`src/rtl/irqc_pkg.sv`:
```
package irqc_pkg;

    localparam int DATA_W        = 32;
    localparam int GCR_ADDR      = 0;
    localparam int ICR_ADDR      = 1;

    localparam int GCR_RST_BIT   = 31;
    localparam int GCR_MODE_BIT  = 29;
    localparam int RATIO_W       = 3;
    localparam int ICR_RATIO_LSB = 28;
    localparam int ICR_SIE_BIT   = 27;

    localparam logic [RATIO_W-1:0] RATIO_DFLT    = 3'd4;
    localparam logic [3:0]         TASK_PRI_DFLT = 4'hF;
    localparam logic [7:0]         SPUR_VEC_DFLT = 8'hFF;

    localparam int SEQ_LEN   = 4;
    localparam int STEP_CLR  = 0;
    localparam int STEP_MASK = 1;
    localparam int STEP_TMR  = 2;
    localparam int STEP_LOAD = 3;

    typedef enum logic {
        MODE_PASS  = 1'b0,
        MODE_MIXED = 1'b1
    } irq_mode_e;

    typedef struct packed {
        irq_mode_e mode;
    } gcr_t;

    typedef struct packed {
        logic [RATIO_W-1:0] ratio;
        logic               sie;
    } icr_t;

    typedef struct packed {
        logic clr_pend;
        logic clr_insvc;
        logic set_mask;
        logic tmr_halt;
        logic prio_load;
        logic spur_load;
    } rst_act_t;

    function automatic rst_act_t step_actions(input logic [SEQ_LEN-1:0] step);
        rst_act_t a;
        a.clr_pend  = step[STEP_CLR];
        a.clr_insvc = step[STEP_CLR];
        a.set_mask  = step[STEP_MASK];
        a.tmr_halt  = step[STEP_TMR];
        a.prio_load = step[STEP_LOAD];
        a.spur_load = step[STEP_LOAD];
        return a;
    endfunction

    function automatic logic [DATA_W-1:0] pack_gcr(input logic busy, input gcr_t g);
        logic [DATA_W-1:0] r;
        r = '0;
        r[GCR_RST_BIT]  = busy;
        r[GCR_MODE_BIT] = g.mode;
        return r;
    endfunction

    function automatic logic [DATA_W-1:0] pack_icr(input icr_t c);
        logic [DATA_W-1:0] r;
        r = '0;
        r[ICR_RATIO_LSB +: RATIO_W] = c.ratio;
        r[ICR_SIE_BIT]              = c.sie;
        return r;
    endfunction

endpackage

```
`src/rtl/irqc_rst_seq.sv`:
```
module irqc_rst_seq
    import irqc_pkg::*;
(
    input  logic               clk,
    input  logic               rst,
    input  logic               start,
    output logic [SEQ_LEN-1:0] step,
    output logic               busy,
    output logic               last
);

    logic [SEQ_LEN-1:0] step_q;

    always_ff @(posedge clk) begin
        if (rst) begin
            step_q <= '0;
        end else begin
            step_q[0] <= start;
        end
    end

    // each stage of the one-hot walker hands its token to the next
    for (genvar i = 1; i < SEQ_LEN; i++) begin : g_walk
        always_ff @(posedge clk) begin
            if (rst) begin
                step_q[i] <= 1'b0;
            end else begin
                step_q[i] <= step_q[i-1];
            end
        end
    end

    assign step = step_q;
    assign busy = |step_q;
    assign last = step_q[SEQ_LEN-1];

endmodule

```
`src/rtl/irqc_regs.sv`:
```
module irqc_regs
    import irqc_pkg::*;
#(
    parameter int ADDR_W = 4
) (
    input  logic              clk,
    input  logic              rst,
    input  logic [ADDR_W-1:0] addr,
    input  logic              we,
    input  logic              wr_rst_bit,
    input  logic              wr_mode_bit,
    input  logic [RATIO_W-1:0] wr_ratio,
    input  logic              wr_sie_bit,
    input  logic              busy,
    input  logic              last,
    output logic              start,
    output gcr_t              gcr,
    output icr_t              icr,
    output logic [DATA_W-1:0] rdata
);

    logic hit_gcr, hit_icr, wr_gcr, wr_icr;

    assign hit_gcr = (addr == ADDR_W'(GCR_ADDR));
    assign hit_icr = (addr == ADDR_W'(ICR_ADDR));
    assign wr_gcr  = we && hit_gcr && !busy;
    assign wr_icr  = we && hit_icr && !busy;
    assign start   = wr_gcr && wr_rst_bit;

    always_ff @(posedge clk) begin
        if (rst) begin
            gcr.mode  <= MODE_PASS;
            icr.ratio <= RATIO_DFLT;
            icr.sie   <= 1'b0;
        end else if (last) begin
            gcr.mode  <= MODE_PASS;
            icr.ratio <= RATIO_DFLT;
        end else begin
            if (wr_gcr && !wr_rst_bit) begin
                gcr.mode <= irq_mode_e'(wr_mode_bit);
            end
            if (wr_icr) begin
                icr.ratio <= wr_ratio;
                icr.sie   <= wr_sie_bit;
            end
        end
    end

    always_comb begin
        rdata = '0;
        if (hit_gcr) begin
            rdata = pack_gcr(busy, gcr);
        end else if (hit_icr) begin
            rdata = pack_icr(icr);
        end
    end

endmodule

```
`src/rtl/irqc_route.sv`:
```
module irqc_route
    import irqc_pkg::*;
(
    input  irq_mode_e mode,
    input  logic      sie,
    input  logic      irq0_in,
    input  logic      direct_int_in,
    input  logic      serial_int_in,
    output logic      cpu_int,
    output logic      ctrl_en,
    output logic      serial_sel
);

    always_comb begin
        ctrl_en    = (mode == MODE_MIXED);
        serial_sel = ctrl_en && sie;
        unique case (mode)
            MODE_PASS:  cpu_int = irq0_in;
            MODE_MIXED: cpu_int = sie ? serial_int_in : direct_int_in;
            default:    cpu_int = irq0_in;
        endcase
    end

endmodule

```
`src/rtl/irqc_global_ctl.sv`:
```
module irqc_global_ctl
    import irqc_pkg::*;
#(
    parameter int ADDR_W = 4
) (
    input  logic              clk,
    input  logic              rst,
    input  logic [ADDR_W-1:0] bus_addr,
    input  logic              bus_we,
    input  logic [31:0]       bus_wdata,
    output logic [31:0]       bus_rdata,
    input  logic              irq0_in,
    input  logic              direct_int_in,
    input  logic              serial_int_in,
    output logic              cpu_int_o,
    output logic              ctrl_en_o,
    output logic              serial_sel_o,
    output logic [2:0]        ser_ratio_o,
    output logic              clr_pend_o,
    output logic              clr_insvc_o,
    output logic              set_mask_o,
    output logic              tmr_halt_o,
    output logic              prio_load_o,
    output logic              spur_load_o
);

    logic               seq_start, seq_busy, seq_last;
    logic [SEQ_LEN-1:0] seq_step;
    gcr_t               gcr_q;
    icr_t               icr_q;
    rst_act_t           act;
    logic               unused_wdata_bits;

    assign unused_wdata_bits = ^{bus_wdata[30], bus_wdata[26:0]};

    irqc_regs #(.ADDR_W(ADDR_W)) u_regs (
        .clk         (clk),
        .rst         (rst),
        .addr        (bus_addr),
        .we          (bus_we),
        .wr_rst_bit  (bus_wdata[GCR_RST_BIT]),
        .wr_mode_bit (bus_wdata[GCR_MODE_BIT]),
        .wr_ratio    (bus_wdata[ICR_RATIO_LSB +: RATIO_W]),
        .wr_sie_bit  (bus_wdata[ICR_SIE_BIT]),
        .busy        (seq_busy),
        .last        (seq_last),
        .start       (seq_start),
        .gcr         (gcr_q),
        .icr         (icr_q),
        .rdata       (bus_rdata)
    );

    irqc_rst_seq u_seq (
        .clk   (clk),
        .rst   (rst),
        .start (seq_start),
        .step  (seq_step),
        .busy  (seq_busy),
        .last  (seq_last)
    );

    irqc_route u_route (
        .mode          (gcr_q.mode),
        .sie           (icr_q.sie),
        .irq0_in       (irq0_in),
        .direct_int_in (direct_int_in),
        .serial_int_in (serial_int_in),
        .cpu_int       (cpu_int_o),
        .ctrl_en       (ctrl_en_o),
        .serial_sel    (serial_sel_o)
    );

    assign act         = step_actions(seq_step);
    assign clr_pend_o  = act.clr_pend;
    assign clr_insvc_o = act.clr_insvc;
    assign set_mask_o  = act.set_mask;
    assign tmr_halt_o  = act.tmr_halt;
    assign prio_load_o = act.prio_load;
    assign spur_load_o = act.spur_load;
    assign ser_ratio_o = icr_q.ratio;

endmodule

```
`config.mk`:
```
export PLATFORM = sky130hd
export DESIGN_NAME = irqc_global_ctl
export DESIGN_NICKNAME = d
export VERILOG_FILES = /design/src/rtl/irqc_pkg.sv /design/src/rtl/irqc_rst_seq.sv /design/src/rtl/irqc_regs.sv /design/src/rtl/irqc_route.sv /design/src/rtl/irqc_global_ctl.sv
export SDC_FILE = /design/constraint.sdc
export NUM_CORES = 1
export LEC_CHECK = 0
export ABC_AREA = 1
export BUFFER_PORTS_ARGS = -buffer_cell sky130_fd_sc_hd__buf_2
export CAP_MARGIN = 20
export CORE_ASPECT_RATIO = 0.8
export CORE_MARGIN = 5
export CORE_UTILIZATION = 32
export CTS_CLUSTER_SIZE = 24
export DETAILED_ROUTE_END_ITERATION = 16
export HOLD_SLACK_MARGIN = 0.1
export PLACE_DENSITY = 0.85
export SYNTH_ARGS = -nofsm -noshare
export SYNTH_HDL_FRONTEND = slang
export SYNTH_SLANG_ARGS = --single-unit
```
`constraint.sdc`:
```
create_clock -name clk -period 1.5 [get_ports clk]
set_input_delay 0 -clock clk [delete_from_list [all_inputs] [get_ports clk]]
set_output_delay 0 -clock clk [all_outputs]
set_load 0.05 [all_outputs]
```
# --- Yosys cells after proc, flatten, opt, wreduce, memory -nomap -nowiden ---
# Cells that the tools add are included.
word_totals:
  regBits: 6
  latch_bits: 0
  ram_bits: 0
  rom_bits: 0
  inputBits: 42
  output_inout_bits: 44
  word_cells: 20
  memories: 0
op_classes:
  addsub: 0
  multipliers: 0
  div_mod_pow: 0
  n_lt_le_gt_ge: 0
  eq_ne: 1
  n_shift: 0
  n_mux: 4
  n_bitwise: 1
  n_reduce_logical: 10
op_table:
  columns: ["op", "n"]
  rows:
  - ["32-bit 2-to-1 mux", 1]
  - ["31-bit 2-to-1 mux", 1]
  - ["1-bit logical AND", 7]
  - ["4-bit by 1-bit == test with 1-bit output, second input constant", 1]
  - ["4-bit logical NOT", 1]
  - ["1-bit logical NOT", 2]
  - ["1-bit one-hot mux with 2 select lines", 1]
  - ["1-bit 2-to-1 mux", 1]
  - ["1-bit NOT", 1]

# --- Depth between registers and ports, before layout ---
# Gate-level depths: netlist of the first run.
logic_depth:
  depth_word: 4
  ltp_mapped: 6
  mapped_depth_nobuf: 6

# --- Cells and area by module ---
# Synthesis of the first run repeated with hierarchy kept, for this count alone.
hier_totals:
  hier_cells: 111
  area_unflattened_um2: 699.4
modules_own_cells:
  columns: ["module", "instances", "cells_each", "area_each_um2", "seq_area_each_um2"]
  rows:
  - ["irqc_regs", 1, 88, 563.0, 100.1]
  - ["irqc_rst_seq", 1, 9, 71.3, 20.0]
  - ["irqc_route", 1, 12, 50.0, 0.0]
  - ["irqc_global_ctl", 1, 2, 15.0, 0.0]

# --- Least setup slack after synthesis of the first run ---
# No wires, ideal clock.
synth_path:
  path_type: "register to output"
  from: "reg, netlist name u_regs.gcr"
  to: "out cpu_int_o"
  t_arrival_ns: 1.602
  t_required_ns: 1.500
  slack_ns: -0.102
  path_stages_with_launch: 3
  n_path_buf: 0
  cell_sequence: "dfxtp_1 > nor2_1 > a31oi_1"
synth_between:
  elab_chain_cells: 2
synth_lines:
  columns: ["element", "line_no", "text"]
  rows:
  - ["1-bit NOT", "irqc_route.sv:17", "unique case (mode)"]
  - ["1-bit one-hot mux with 2 select lines (*)", "irqc_route.sv:17", null]
  - ["end, declared", "irqc_global_ctl.sv:15", "output logic cpu_int_o,"]
# Mark *: on every way between the ends. The rest lies on a longest branch, timed or not.

# --- Worst setup path in the final report of the first run ---
layout_path:
  from: "reg u_seq.step_q[0] (netlist: u_seq.step[0])"
  to: "reg, netlist name u_regs.icr[0]"
layout_between:
  elab_chain_cells: 2
layout_lines:
  columns: ["element", "line_no", "text"]
  rows:
  - ["start, declared", "irqc_rst_seq.sv:12", "logic [SEQ_LEN-1:0] step_q;"]
  - ["start signal, assigned", "irqc_rst_seq.sv:18", "step_q[0] <= start;"]
  - ["1-bit logical NOT", "irqc_regs.sv:27", "assign wr_icr = we && hit_icr && !busy;"]
  - ["1-bit logical AND", "irqc_regs.sv:27", null]
# No other way between the ends.
# A chain may end at the register's enable or synchronous reset.

==> results of run 1 <==
-- metrics by stage --
step	hold WS (ps)	area, um^2	std cells	utilization [%]
CTS	190.0	742.0	147	40.34
finish	188.4	745.7	147	40.54
floorplan	69.07	724.4	118	-
global placement	229.4	649.4	137	35.31
detailed placement	240.6	649.4	137	35.31
global route	199.3	745.7	147	40.54
-- cell usage after synthesis --
| cell type | instances |
|---|---|
| buf_4 | 32 |
| nand2_1 | 12 |
| inv_1 | 11 |
| nand3_1 | 7 |
| dfxtp_1 | 6 |
| nor2_1 | 6 |
| a21oi_1 | 4 |
| nor2_2 | 2 |
| a31oi_1 | 1 |
| conb_1 | 1 |
| inv_2 | 1 |
| nand2_2 | 1 |
| nand2_4 | 1 |
| nor2_4 | 1 |
| nor2_8 | 1 |
| nor4_1 | 1 |
-- worst paths after layout --
kind / endpoint / cells past startpoint
max reg2reg: u_regs.icr[0] / 7
min: u_regs.icr[3] / 5
max: u_regs.icr[0] / 7
min reg2reg: u_regs.icr[2] / 2
-- where the power goes --
part	internal (W)	switching, W	total, W
Combinational	0.0000354	0.000219	0.000254
Sequential	0.000162	0.00000198	0.000164
Clock	0.0000904	0.0000570	0.000147
-- flip-flops by register name, indices dropped and copies added, names as in the netlist --
register / cells
u_regs.icr: 4
u_regs.gcr: 1
u_seq.step: 1
-- critical path, delay by kind of cell, from the launching register on --
family,cells,cell delay [ps]
AO/OA/AOI/OAI,1,50
buffers and inverters,3,700
flip-flops,1,320
AND/OR/NAND/NOR,3,220
-- logic make-up after synthesis --
| logic type | Yosys count | share of synthesized area [%] |
|---|---|---|
| and+or+nand+nor | 32 | 28.10 |
| DFF | 6 | 19.84 |
| other | 1 | 0.6192 |
| buffers and inverters | 44 | 47.11 |
| AOI/OAI and AO/OA | 5 | 4.340 |
-- final cells by class --
type                            count  area (um^2)
Clock buffer                        3        22.52
Fill cell                         209         1094
Inverter                           12        45.04
Multi-Input combinational cell     68        321.6
Sequential cell                     6        121.4
Tap cell                           24        30.03
Timing Repair Buffer               34        205.2
-- per-layer routing --
metal / up-vias / track usage, % / part of all wire, % / wire length [um]
met2: 31 / 15.80 / 51 / 643
met1: 227 / 9.219 / 32 / 404
met4: 0 / 4.151 / 1.5 / 19
met3: 3 / 3.968 / 14 / 181
li1: 277 / - / - / -
met5: - / 0 / 0 / 0
-- repair_timing --
item                                   CTS  global route
resized for setup                        0             4
hold buffers                             7             0
setup endpoints to repair                0             1
endpoints found under the hold margin    6             0
==> out/metrics.cfg, run 1 <==
[floorplan]
die_h_um=48.91
die_w_um=58.64
dieArea_um2=2868
ios=86
initial_core_util_pct=32.93
rows=14
core_area_um2=1839

[power_and_ir_drop]
peakVddDrop_v=0.0003307
p_leak_nw=0.4530
total_power_w=0.0005660
p_per_area_nw_per_um2=758.9

[worst_setup_path]
cp_slowest_cell=dlygate4sd3_1
crit_path_start=u_seq.step[0]
endpoint_kind=register
reg2reg_from=u_seq.step[0]
worstPathRequired_ps=1630
criticalPathCategory=reg -> reg
startpoint_type=register
cp_slowest_stage_delay_ps=540
crit_fanout=5
arrival_ps=1510
path_cells=inv_2 -> nand2_2 -> inv_2 -> nand2_2 -> nand2_1 -> a21oi_1 -> dlygate4sd3_1
regToRegSetupSlack_ps=120

[place]
dpl.hpwl_mm=1.077
place_congestion=0.6724
portBuffers=27
dpl_worst_slack_ps=551.3

[job]
cap_violations=0

[synth]
synth.avg_cell_area_um2=6.882
yosysTopAreaCell=buf_4
ys_types=16
synth_seq_cells=6
synth_area_leaders=buf_4 (40%), dfxtp_1 (20%), nand2_1 (7.4%), inv_1 (6.8%), nand3_1 (5.8%)
syn_area_um2=605.6
ys.warnings.count=6
seq_area_frac_synth_pct=19.83
synth_top_area_share_pct=39.67
netlist_instances=88

[route]
ant_nets=0
wire_per_inst_um=8.497
firstDrtPassIters=4
routed_via_density=3.660
initialDrtViolationCount=8
wl_mm=1.249
drc=0
route.vias.total=538

[min_path]
min_from=bus_we
hold_class=in -> reg

[cts]
numCtsBuffers=3
clk_root_buffer_cell=clkbuf_4
post_cts_buffers=0
cts_tree=yes
cts_sinks=6
clockBufferDepth=2
clk_pin_slew_ps=50
htree_levels=1
clock_latency_ps=240

[outcome]
status=finished, final reports clean

[sta]
clock.fmax_mhz=724.6
tns_ps=0
period_share_pct=92.01
hold_viol=0
timing.final.ws_setup_ps=119.8
slew_violations=0
setup_viol=0
grt_setup_unrepaired=no
skew_ps=5.146
finalCriticalPeriod_ps=1380

[global_routing]
antenna_found_initial=0
grt_pass1_wl_mm=2.056
overflow=0
grt_pass1_vias=476
grt_use_total_pct=9.091
grt_max_degree=8

[finish]
final_layout_size_suffix_gt1_share_pct=34.15
diodes=0
final_cell_mix=conb_1 (31), buf_2 (27), nand2_1 (11)
layout_commonest_cell=conb_1
fin_nets=167
area_growth_pct=23.14

Note: power is estimated with default switching activity, not from simulation.
==> run 2, diff against run 1 <==
--- a/config.mk
+++ b/config.mk
@@ -15,6 +15,8 @@
 export DETAILED_ROUTE_END_ITERATION = 16
 export HOLD_SLACK_MARGIN = 0.1
 export PLACE_DENSITY = 0.85
+export RECOVER_POWER = 25
+export SKIP_LAST_GASP = 1
 export SYNTH_ARGS = -nofsm -noshare
 export SYNTH_HDL_FRONTEND = slang
 export SYNTH_SLANG_ARGS = --single-unit
==> run 2 against run 1 <==
  * Flip-flop and latch count unchanged
  * Routed wire length fell by 0.48%
  * Die area is the same
  * Combinational power about the same
  * Final cell count unchanged
  * Register-to-register slack about the same
  * Final area down 0.84%
  * Critical path depth is the same
  * Non-clock buffer count did not move
  * Critical endpoint unchanged
==> out/metrics.cfg, run 2 (synthesized netlist as in run 1, its figures left out) <==
[outcome]
status=finished, final reports clean

[finish]
largest_reg_flops=4
final_layout_size_suffix_gt1_share_pct=30.89
top_register=u_regs.icr
post-route-util_pct=40.20
final_cell_mix=conb_1 (31), buf_2 (24), nand2_1 (11)
fillers=209
layout_commonest_cell=conb_1
diodes=0
multi_input_area_um2=319.1
area_growth_pct=22.11
fin_nets=167
final-seq-area_um2=121.4

[sta]
period_share_pct=91.69
grt_setup_unrepaired=no
finalCriticalPeriod_ps=1375
clock.fmax_mhz=727.1
setup_viol=0
tns_ps=0
hold_viol=0
slew_violations=0
worstMarginPinSlew_ps=594.0
relSlewSlack_pct=60.57
skew_ps=4.491

[route]
initialDrtViolationCount=19
wire_per_inst_um=8.456
drc=0
routed_via_density=3.660
firstDrtPassIters=4
wl_mm=1.243
route.vias.total=538
ant_nets=0

[power_and_ir_drop]
swShare_pct=49.15
p_sw_w=0.0002782
power_frac_seq_pct=29.0
combPwrFrac_pct=44.8
peakVddDrop_v=0.0003308
p_per_area_nw_per_um2=765.4
clkPwrFrac_pct=26.2
p_leak_nw=0.4401
intPower_w=0.0002878

[global_routing]
antenna_found_initial=0
grt_pass1_vias=476
grt_pass1_wl_mm=2.056
overflow=0
grt_use_total_pct=9.091
grt_max_degree=8

[floorplan]
ios=86
rows=14
dieArea_um2=2868
die_h_um=48.91
core_area_um2=1839
die_w_um=58.64
initial_core_util_pct=32.93

[min_path]
hold_class=in -> reg
hold-path-endpoint=u_regs.icr[3]
min_from=bus_we
hold_depth=5

[cts]
numCtsBuffers=3
clockBufferDepth=2
htree_levels=1
cts_sinks=6
clk_pin_slew_ps=50
clk_root_buffer_cell=clkbuf_4
cts_tree=yes
clock_latency_ps=250

[worst_setup_path]
path_depth=7
endpoint_kind=register
reg2reg_from=u_seq.step[0]
cp_slowest_cell=dlygate4sd3_1
path_cells=inv_2 -> nand2_2 -> inv_2 -> nand2_2 -> nand2_1 -> a21oi_1 -> dlygate4sd3_1
arrival_ps=1510
path_buf_inv=3
ff2ff_path_depth=7
reg2reg_to=u_regs.icr[0]
regToRegSetupSlack_ps=120
crit_fanout=5
worstPathRequired_ps=1630
startpoint_type=register
criticalPathCategory=reg -> reg
cp_slowest_stage_delay_ps=540
critical_path.top_delay_family=buffers and inverters

[place]
place_congestion=0.6724
portBuffers=27
dpl.hpwl_mm=1.077

[job]
cap_violations=0

## run 2: metal layers
metal	vias up	part of all wire, %	global-route usage, %
met1	227	32	9.219
met4	0	1.5	4.151
li1	277	-	-
met2	31	51	15.80
met5	-	0	0
met3	3	14	3.968
## run 2: worst max-delay path by stage
stage / from / end / slack (ps)
after detailed placement: u_seq.step[0] / u_regs.icr[1] / 550
after floorplan: u_seq.step[0] / bus_rdata[31] / 80
after CTS: u_seq.step[0] / u_regs.icr[0] / 30
after global routing: u_seq.step[0] / u_regs.icr[0] / 30
after global placement: u_seq.step[0] / u_regs.icr[3] / 570
final: u_seq.step[0] / u_regs.icr[0] / 120
## run 2: what timing repair did
| item | 4_1_cts | 5_1_grt |
|---|---|---|
| gates resized for setup | 0 | 4 |
| hold buffers | 7 | 0 |
| hold endpoints to repair | 6 | 0 |
| endpoints found under the setup margin | 0 | 1 |
| buffers inserted | 0 | 0 |
## run 2: per-stage QoR
stage               instance area [um^2]  hold slack, ps  power [W]  setup slack [ps]  std cells
global placement                   649.4           229.4  0.0004069             569.6        137
CTS                                742.0           190.0  0.0005651             28.18        147
global route                       739.5           199.3  0.0005934             26.92        147
finish                             739.5           178.5  0.0005660             124.6        147
floorplan                          724.4           69.07  0.0004411             84.37        118
detailed placement                 649.4           240.6  0.0004077             551.3        137
## run 2: cell type report
class | count | area share, %
Sequential cell | 6 | 16.41
Multi-Input combinational cell | 68 | 43.15
Clock buffer | 3 | 3.046
Tap cell | 24 | 4.061
Inverter | 12 | 6.091
Timing Repair Buffer | 34 | 27.24
## run 2: worst min-delay path, stage by stage
cell	delay [ps]
buf_2	80
nand2_2	70
inv_2	90
nand3_1	80
nand3_1	70
## run 2: power by group through the flow
stage	logic [W]	registers [W]	clock network, W
after floorplan	0.000268	0.000173	0
after CTS	0.000251	0.000164	0.000150
after global routing	0.000266	0.000164	0.000163
after global placement	0.000240	0.000167	0
final	0.000254	0.000164	0.000148
after detailed placement	0.000241	0.000167	0
==> run 3, diff against run 2 <==
--- a/config.mk
+++ b/config.mk
@@ -10,11 +10,11 @@
 export CAP_MARGIN = 20
 export CORE_ASPECT_RATIO = 0.8
 export CORE_MARGIN = 5
-export CORE_UTILIZATION = 32
+export CORE_UTILIZATION = 30
 export CTS_CLUSTER_SIZE = 24
 export DETAILED_ROUTE_END_ITERATION = 16
 export HOLD_SLACK_MARGIN = 0.1
-export PLACE_DENSITY = 0.85
+export PLACE_DENSITY = 0.8
 export RECOVER_POWER = 25
 export SKIP_LAST_GASP = 1
 export SYNTH_ARGS = -nofsm -noshare
==> run 3 against run 2 <==
  * Via count is 0.19% higher
  * Clock skew shrank 3.5 ps
  * Worst setup slack worse by 36 ps
  * Final cell count did not move
  * Critical endpoint is now u_regs.icr[2]
  * Utilization decreased by 1.1 points
  * Final area up 0.85%
  * Critical path depth is the same
  * Global-route usage down 1.3 points
  * Routed wire length shrank 0.16%
  * Sequential share of layout area shrank 0.14 points
  * Non-clock buffer count unchanged
  * Clock-buffer cell count did not move
==> out/metrics.cfg, run 3 (synthesized netlist as in run 1, its figures left out) <==
[outcome]
status=finished, final reports clean

[worst_setup_path]
path_depth=7
critical_path.top_delay_family=buffers and inverters
path_buf_inv=3
crit_fanout=5
reg2reg_from=u_seq.step[0]
worstPathRequired_ps=1630
cp_slowest_stage_delay_ps=550
endpoint_kind=register
criticalPathCategory=reg -> reg
path_cells=inv_1 -> nand2_2 -> inv_4 -> nand2_2 -> nand2_1 -> a21oi_1 -> dlygate4sd3_1
crit_path_start=u_seq.step[0]
startpoint_type=register
critPathCapture=u_regs.icr[2]
regToRegSetupSlack_ps=90
ff2ff_path_depth=7
cp_slowest_cell=dlygate4sd3_1
reg2reg_to=u_regs.icr[2]
crit_path_frequent_cell=nand2_2
arrival_ps=1540

[finish]
fillers=214
fin_nets=167
final_cells=147
area_growth_pct=23.14
final_layout_size_suffix_gt1_share_pct=31.71
diodes=0
largest_reg_flops=4
final_cell_mix=conb_1 (31), buf_2 (25), nand2_1 (11)
top_register=u_regs.icr
layout_commonest_cell=conb_1

[global_routing]
antenna_found_initial=0
grt_pass1_wl_mm=1.814
grt_max_degree=8
overflow=0
grt_use_total_pct=7.804
grt_pass1_vias=456

[cts]
clk_pin_slew_ps=50
clock_latency_ps=240
post_cts_buffers=0
htree_levels=1
clockBufferDepth=2
clk_root_buffer_cell=clkbuf_4
cts_sinks=6
cts_tree=yes
numCtsBuffers=3

[route]
initialDrtViolationCount=24
ant_nets=0
routed_via_density=3.667
route.vias.total=539
wl_mm=1.241
firstDrtPassIters=3
wire_per_inst_um=8.442
drc=0

[sta]
setup_viol=0
period_share_pct=94.07
relSlewSlack_pct=60.37
hold_viol=0
finalCriticalPeriod_ps=1411
worstMarginPinSlew_ps=597.1
clock.fmax_mhz=708.7
skew_ps=1.025
slew_violations=0

[power_and_ir_drop]
total_power_w=0.0005676
clkPwrFrac_pct=26.2
combPwrFrac_pct=44.9
swShare_pct=49.25
p_leak_nw=0.4473
intPower_w=0.0002881
p_per_area_nw_per_um2=761.2
p_sw_w=0.0002796
peakVddDrop_v=0.0002781
power_frac_seq_pct=28.9

[floorplan]
ios=86
die_h_um=50.19
initial_core_util_pct=31.72
dieArea_um2=3023
die_w_um=60.23
rows=14
core_area_um2=1909

[place]
portBuffers=27
dpl.hpwl_mm=1.076
place_congestion=0.6534
place_inst=137

[min_path]
hold_class=in -> reg

[job]
cap_violations=0

## run 3: cell types whose count changed in the layout (fill, tap and decap cells not counted), sizes merged
cell	change
buf	+1
clkbuf	-1
## run 3: per-layer routing
layer	share of wire (%)	GRT usage [%]	vias up	routed length [um]
li1	-	-	276	-
met1	32	6.934	233	397
met2	52	14.75	28	644
met3	15	3.590	2	187
met4	0.81	3.321	0	10
met5	0	0	-	0
## run 3: area by class of cell
cell class              count  area, um^2  share of cell area, %
clock buffers               3       22.52                  3.020
inverters                  12       47.55                  6.376
well taps                  24       30.03                  4.027
multi-input cells          68       321.6                  43.12
repair buffers             34       202.7                  27.18
flip-flops and latches      6       121.4                  16.28
## run 3: what timing repair did
| item | 4_1_cts | 5_1_grt |
|---|---|---|
| hold buffers | 7 | 0 |
| resized for setup | 0 | 4 |
| endpoints found under the setup margin | 0 | 1 |
| hold endpoints to repair | 6 | 0 |
## run 3: worst min-delay path: cells and delay by family
kind / cells / cell delay (ps)
and+or+nand+nor: 3 / 190
buffers and inverters: 2 / 120
## run 3: how the worst min path moves through the flow
stage	startpoint	to	slack, ps	depth (start not counted)
2_1_floorplan	rst	u_regs.icr[0]	70	1
3_3_place_gp	rst	u_regs.icr[2]	230	2
3_5_place_dp	rst	u_regs.icr[0]	230	2
4_1_cts	bus_wdata[29]	u_regs.gcr	100	5
5_1_grt	bus_wdata[29]	u_regs.gcr	110	5
6_report	bus_wdata[29]	u_regs.gcr	100	5
## run 3: power by group through the flow
| stage | Combinational (W) | Clock (W) | Sequential [W] |
|---|---|---|---|
| after floorplan | 0.000268 | 0 | 0.000173 |
| after global placement | 0.000240 | 0 | 0.000167 |
| after detailed placement | 0.000240 | 0 | 0.000167 |
| after CTS | 0.000251 | 0.000151 | 0.000164 |
| after global routing | 0.000268 | 0.000161 | 0.000164 |
| final | 0.000255 | 0.000149 | 0.000164 |
## run 3: per-stage QoR
stage	cell area (um^2)	util (%)	setup slack [ps]	setup TNS (ps)	hold slack (ps)
6_report	745.7	39.06	88.93	0	99.95
5_1_grt	745.7	39.06	-0.5518	-0.5518	110.3
4_1_cts	742.0	38.86	23.83	0	103.9
3_5_place_dp	649.4	34.01	567.6	0	232.4
3_3_place_gp	649.4	34.01	572.7	0	231.3
2_1_floorplan	724.4	-	84.37	0	69.07
